### src/rtl/exc_entry_unit.sv
module exc_entry_unit #(
  parameter logic [31:0] RESET_VECTOR = 32'hA000_0000,
  parameter int          BL_BIT       = 28,
  parameter int          RB_BIT       = 29,
  parameter int          MD_BIT       = 30,
  parameter int          FD_BIT       = 15
) (
  input  logic        clk,
  input  logic        rst_n,
  input  logic        take_i,
  input  logic [1:0]  kind_i,
  input  logic [11:0] code_i,
  input  logic [31:0] offset_i,
  input  logic [31:0] pc_i,
  input  logic [31:0] sr_i,
  input  logic [31:0] r15_i,
  input  logic        rte_i,
  input  logic        reg_we_i,
  input  logic [2:0]  reg_addr_i,
  input  logic [31:0] reg_wdata_i,
  output logic [31:0] reg_rdata_o,
  output logic        redirect_o,
  output logic [31:0] target_o,
  output logic [31:0] sr_out_o
);

  localparam logic [1:0] KIND_RESET = 2'b00;
  localparam logic [1:0] KIND_INTR  = 2'b10;

  logic [31:0] vbr_q, spc_q, ssr_q, sgr_q;
  logic [11:0] exp_code_q, int_code_q;
  logic [31:0] entry_sr;
  logic        is_rst;

  assign is_rst = (kind_i == KIND_RESET);

  always_comb begin
    entry_sr         = sr_i;
    entry_sr[BL_BIT] = 1'b1;
    entry_sr[RB_BIT] = 1'b1;
    entry_sr[MD_BIT] = 1'b1;
    if (is_rst) entry_sr[FD_BIT] = 1'b0;
  end

  always_comb begin
    case (reg_addr_i)
      3'd0:    reg_rdata_o = vbr_q;
      3'd1:    reg_rdata_o = spc_q;
      3'd2:    reg_rdata_o = ssr_q;
      3'd3:    reg_rdata_o = sgr_q;
      3'd4:    reg_rdata_o = {20'd0, exp_code_q};
      3'd5:    reg_rdata_o = {20'd0, int_code_q};
      default: reg_rdata_o = 32'd0;
    endcase
  end

  always_ff @(posedge clk) begin
    if (!rst_n) begin
      vbr_q      <= '0;
      spc_q      <= '0;
      ssr_q      <= '0;
      sgr_q      <= '0;
      exp_code_q <= '0;
      int_code_q <= '0;
      redirect_o <= 1'b0;
      target_o   <= '0;
      sr_out_o   <= '0;
    end else begin
      redirect_o <= take_i | rte_i;
      if (take_i) begin
        spc_q    <= pc_i;
        ssr_q    <= sr_i;
        sgr_q    <= r15_i;
        sr_out_o <= entry_sr;
        target_o <= is_rst ? RESET_VECTOR : vbr_q + offset_i;
        if (kind_i == KIND_INTR) int_code_q <= code_i;
        else                     exp_code_q <= code_i;
      end else begin
        if (rte_i) begin
          target_o <= spc_q;
          sr_out_o <= ssr_q;
        end
        if (reg_we_i) begin
          case (reg_addr_i)
            3'd0:    vbr_q <= reg_wdata_i;
            3'd1:    spc_q <= reg_wdata_i;
            3'd2:    ssr_q <= reg_wdata_i;
            3'd3:    sgr_q <= reg_wdata_i;
            default: ;
          endcase
        end
      end
    end
  end


  save_regs_chk: assert property (@(posedge clk) disable iff (!rst_n)
    $past(take_i) |-> (spc_q == $past(pc_i) && ssr_q == $past(sr_i) && sgr_q == $past(r15_i)));


  forced_bits_chk: assert property (@(posedge clk) disable iff (!rst_n)
    $past(take_i) |-> (sr_out_o[MD_BIT] && sr_out_o[RB_BIT] && sr_out_o[BL_BIT]));


  fd_clear_chk: assert property (@(posedge clk) disable iff (!rst_n)
    $past(take_i && kind_i == KIND_RESET) |-> !sr_out_o[FD_BIT]);


  reset_vec_chk: assert property (@(posedge clk) disable iff (!rst_n)
    $past(take_i && kind_i == KIND_RESET) |-> target_o == RESET_VECTOR);


  rte_target_chk: assert property (@(posedge clk) disable iff (!rst_n)
    $past(rte_i && !take_i) |-> (target_o == $past(spc_q) && sr_out_o == $past(ssr_q)));


  sgr_keep_chk: assert property (@(posedge clk) disable iff (!rst_n)
    $past(rte_i && !take_i && !(reg_we_i && reg_addr_i == 3'd3)) |-> $stable(sgr_q));


  strobe_chk: assert property (@(posedge clk) disable iff (!rst_n)
    redirect_o == $past(take_i || rte_i));


  vbr_hold_chk: assert property (@(posedge clk) disable iff (!rst_n)
    $past(take_i) |-> $stable(vbr_q));

endmodule

### config.mk
export PLATFORM = sky130hd
export DESIGN_NAME = exc_entry_unit
export DESIGN_NICKNAME = d
export VERILOG_FILES = /design/src/rtl/exc_entry_unit.sv
export SDC_FILE = /design/constraint.sdc
export NUM_CORES = 1
export LEC_CHECK = 0
export CORE_MARGIN = 1
export CORE_UTILIZATION = 30
export DETAILED_ROUTE_END_ITERATION = 6
export GPL_ROUTABILITY_DRIVEN = 0
export PLACE_DENSITY = 0.6
export SLEW_MARGIN = 20
export SYNTH_ARGS = -nofsm -noshare
export SYNTH_HDL_FRONTEND = slang
export SYNTH_SLANG_ARGS = --single-unit
export TNS_END_PERCENT = 10
### constraint.sdc
create_clock -name clk -period 2.5 [get_ports clk]
set_input_delay 0.25 -clock clk [delete_from_list [all_inputs] [get_ports clk]]
set_output_delay 0.25 -clock clk [all_outputs]
set_load 0.05 [all_outputs]
== After elaboration in Yosys (flattened, before gate mapping) ==
Index checks and enable logic that the tools add are counted.

* Input port bits: 182
* Word-level logic and storage cells: 48
* Register bits: 217

* Bitwise operators: 3
* Reduce and logical (&&, ||, !) cells: 13
* Eq/ne operators: 6
* Multiplexer cells: 16
* Add/subtract/negate cells: 1

{| class="wikitable"
|+ Operators by type and width
! operator !! number
|-
| 32-bit two-way mux || 14
|-
| 32-bit one-hot mux with 6 select lines || 1
|-
| 32-bit adder || 1
|-
| 2-bit AND reduction || 5
|-
| 2-bit nonzero test || 5
|-
| 3-bit by 2-bit equality test with 1-bit output (second input constant) || 2
|-
| 3-bit equality test (second input constant) || 2
|-
| 3-bit by 1-bit equality test with 1-bit output (second input constant) || 1
|-
| 3-bit logical NOT || 1
|-
| 3-bit AND reduction || 1
|-
| 2-bit equality test (second input constant) || 1
|-
| 2-bit logical NOT || 1
|-
| 1-bit inverter || 2
|-
| 1-bit two-way mux || 1
|-
| 1-bit bitwise OR || 1
|}

== Logic depth before layout (Yosys ltp) ==
* Word-level depth: 4
* Mapped depth: 10
* Gate-level depth less buffers: 10

== Worst setup path after synthesis ==
OpenSTA, ideal clock, no wires.

* Kind: register -> register
* Start point: register vbr_q[0]
* End point: register target_o[20]
* Clock period less this slack: 2.231 ns
* Cell stages (with the launch flop): 11
* Library setup time: 0.116 ns
* Data required time: 2.384 ns
* Setup slack: 0.269 ns
* Data arrival time: 2.115 ns
* Path through: dfxtp_1 -> ha_1 -> inv_1 -> fa_1 -> nor2b_1 -> o2111ai_1 -> a211oi_1 -> or4_1 -> nand3_2 -> a21o_1 -> a31o_2

* Word-level cells in the longest chain between the ends: 3

{| class="wikitable"
|+ Ends and longest elaborated chain
! item !! line !! text
|-
| start: declaration || 30 || <nowiki>logic [31:0] vbr_q, spc_q, ssr_q, sgr_q;</nowiki>
|-
| start signal: assignment || 85 || <nowiki>3'd0: vbr_q <= reg_wdata_i;</nowiki>
|-
| 32-bit adder || 75 || <nowiki>target_o <= is_rst ? RESET_VECTOR : vbr_q + offset_i;</nowiki>
|-
| 32-bit two-way mux || 75 ||
|-
| 32-bit two-way mux || 70 || <nowiki>if (take_i) begin</nowiki>
|-
| end signal: assignment || 75 ||
|-
| end signal: assignment || 80 || <nowiki>target_o <= spc_q;</nowiki>
|-
| end: declaration || 23 || <nowiki>output logic [31:0] target_o,</nowiki>
|}

Every way passes these cells.
A chain may end at the register's enable or synchronous reset.

== Final worst setup path ==
Same ends and word-level chain as after synthesis.

==> summary.md <==
| Metric | Value |
|---|---|
| Outcome | finished, violations left |
| Failing checks | negative setup slack |
| R2r setup slk | -0.01 ns |
| R2r worst-path depth | 10 |
| Switching power total | approximately 2.8 mW |
| Post-synthesis cell type count | 61 |
| Hold_ws | 0.200 ns |
| First-pass detailed-route iteration total | 5 |
| Met2 Wirelength | 22400 microns |
| TritonCTS Buffers | 26 |
| Final setup viols | 1 |
| Top cells by area, synth | dfxtp_1, mux2i_1, nand2_1 |
| Hold buffer count at cts | 0 |
| Layout Utilization | around 44% |
| Cell taking the most area after synthesis | dfxtp_1 |
| Register area share after synthesis | 37.3% |
| Cell Area, Synth | around 12000 sq um |
| First-pass GRT wire length | 68200 microns |
| Post-synthesis async set-or-reset flop share | 0% |
| Dpl hpwl | 34900 microns |
| Met3 wire len | 2930 microns |
| P_leak | 7.01 nW |
| PD cells | 582 nW/um^2 |
| Crit end category | register |
| Fin crit share | 100% |
| EDFF count, synth | 0 |
| Initial antenna violation count | 10 |
| Levels on crit path | 10 |
| Seq pwr share | 38.9% |
| Arrival @ worst endpoint | a little under 3 ns |
| Rel. slew slack | 45.4% |
| Fin nets | between 1500 and 2000 |
| Cell Int Power | 7.00 mW |
| DRC viols | 0 |
| Register area | 4340 sq um |
| Seq cells post-synth | 217 |
| Slowest-stage cell, CP | fa_1 |
| CTS max path bufs | 3 |
| Buf+Inv Stages, Crit Path | 1 |
| Share of layout cells above drive strength 1 | 12.8% |
| Multi-input logic area | ~6900 sq um |
| VDD IR-drop max | ~0.54 mV |
| Syn_area_per_cell | 8.45 sq um |
| Slew @ Worst Pin | 0.819 ns |
| Worst r2r src | vbr_q[0] |
| Io pins | 279 |
| # port buffers | around 280 |
| WL/cell | about 21 microns |
| F_max | 398 MHz |
| Syn_nets | 1591 |
| Die area | 39600 sq um |
| Crit path to | target_o[20] |
| Final instance area | 16900 sq um |
| Sw Ratio | a little under 30% |
| Vias in the first global route | ~11000 |
| Hold_sp | take_i |
| CTS clk-pin slew, worst paths | 0.06 ns |
| Routed Antenna Nets | 0 |
| DP Area | around 16000 sq um |
| Fin worst setup slack | -0.00965 ns |
| Worst Setup Start Kind | register |
| Area grow syn2layout | 45.0% |
| Hold Fails Final Rpt | 0 |
| CP Class | reg -> reg |
| Post-layout min period | approximately 2.5 ns |
| MaxCap Viol Count | 0 |
| Placed Cells | 2165 |
| Tot Pwr | 9.83 mW |
| Worst Path Max Fanout | 6 |
| Clock power share | 40.6% |
| Vias/cell | 5.20 |
| Cell count after synthesis | 1377 |
| Final Instance Count excl. Fillers | between 2000 and 2500 |
| CP Cell Sequence | ha_1 > inv_1 > fa_1 > nor2b_2 > o2111ai_4 > a211oi_2 > or4_4 > nand3_4 > a21o_1 > a31o_2 |
| Clk sinks | 217 |
| Die Y | 199 microns |
| Crit path max-delay family | compound AO/OA/AOI/OAI gates |
| DP Worst Slack | -0.494 ns |
| Die Width | 199 microns |
| Synth warn | 0 |
| Top sig layer | met5 |
| RSZ-0062 raised after global routing | true |
| Commonest cells in the netlist | nand2_1, dfxtp_1, mux2i_1, o21ai_0, a21oi_1 |
| Hold WC Path Type | in -> reg |
| Count leader, synth | nand2_1 |
| Synth top area share | 37.3% |
| CTS Root Cell | clkbuf_16 |
| Total Wirelength | 46300 microns |
| Filler cells | 3737 |
| Total congestion overflow | 0 |
| Combinational share of power | 20.5% |
| Starting DRC count in detailed routing | 776 |
| Rows | 71 |
| Max incr delay on CP | just under 0.4 ns |
| Initial Utilization | 30.7% |
| Max-slew violations | 0 |
| RR Endpoint | target_o[20] |
| Final setup TNS | -0.00965 ns |
| Htree depth | 1 |
| Post-synth top flop | dfxtp_1 |
| CP Data Required Time | 2.91 ns |
| Largest net degree at the start of global routing | just over 100 |
| CTS tree | built |
| CORE AREA | approximately 38000 sq um |
| Clk_lat worst skew | ~0.53 ns |
| Vias | roughly 12000 |
| Clock Skews | 0.0125 ns |
| Crit path from | vbr_q[0] |
| Aggregate global-route resource usage | 22.7% |
| Met1 WL | roughly 20000 microns |
## per-layer routing
layer | global-route usage (%) | up-vias
li1 | - | 5574
met1 | 28.4 | 5417
met2 | 39.6 | 429
met3 | 4.36 | 82
met4 | 6.27 | 14
met5 | 0 | -
## flip-flops by register name, summed over array words and instances, names as in the netlist, 12 cells and up
register    cells
exp_code_q     12
int_code_q     12
sgr_q          32
spc_q          32
sr_out_o       32
ssr_q          32
target_o       32
vbr_q          32
## what timing repair did
action / in CTS / in global routing
setup buffers: 0 / 0
resized for setup: 4 / 7
pin swaps: 0 / 1
setup endpoints to repair: 4 / 13
## layout make-up
class / instances / area share (%)
diodes: 3 / 0.0445
inverters: 18 / 0.415
repair buffers: 382 / 23.9
multi-input cells: 1037 / 40.8
clock buffers: 36 / 4.50
well taps: 511 / 3.79
clock inverters: 11 / 0.838
flip-flops and latches: 217 / 25.7
## power groups by stage
stage               Sequential, mW  Combinational [mW]  Clock, mW
CTS                           3.82                2.02       4.05
global placement              3.89                1.99          0
finish                        3.82                2.02       3.99
global route                  3.84                2.14       4.17
floorplan                     4.10               0.810          0
detailed placement            3.90                2.01          0
## worst min path at each step
stage,to,depth (start not counted)
4_1_cts,target_o[1],3
5_1_grt,target_o[1],3
2_1_floorplan,spc_q[0],1
3_5_place_dp,vbr_q[29],2
6_report,target_o[1],3
3_3_place_gp,vbr_q[29],2
## worst min-delay path, cell delays in order
cell	delay, ns
buf_4	0.19
o22ai_1	0.12
and2_1	0.13
## cells by family after synthesis
group | Yosys count | share of synthesized area, %
and+or+nand+nor | 422 | 16.8
AOI/OAI and AO/OA | 420 | 24.3
DFF | 217 | 37.3
muxes | 142 | 12.3
buffers and inverters | 123 | 4.20
adders and majority gates | 32 | 3.50
xor gates and xnor gates | 21 | 1.58
## cell usage in the layout (no fill, tap or decap), drive strengths merged, types with 34 or more instances in the layout
| cell type | netlist | layout |
|---|---|---|
| nand2 | 248 | 248 |
| a22oi | 77 | 77 |
| nor2b | 34 | 34 |
| clkdlybuf4s50 | 0 | 243 |
| o21ai | 88 | 88 |
| a21boi | 38 | 38 |
| a21oi | 79 | 79 |
| mux2i | 138 | 138 |
| dfxtp | 217 | 217 |
| clkbuf | 77 | 36 |
| buf | 28 | 139 |
| and2 | 48 | 48 |
Note: power is estimated with default switching activity, not from simulation.
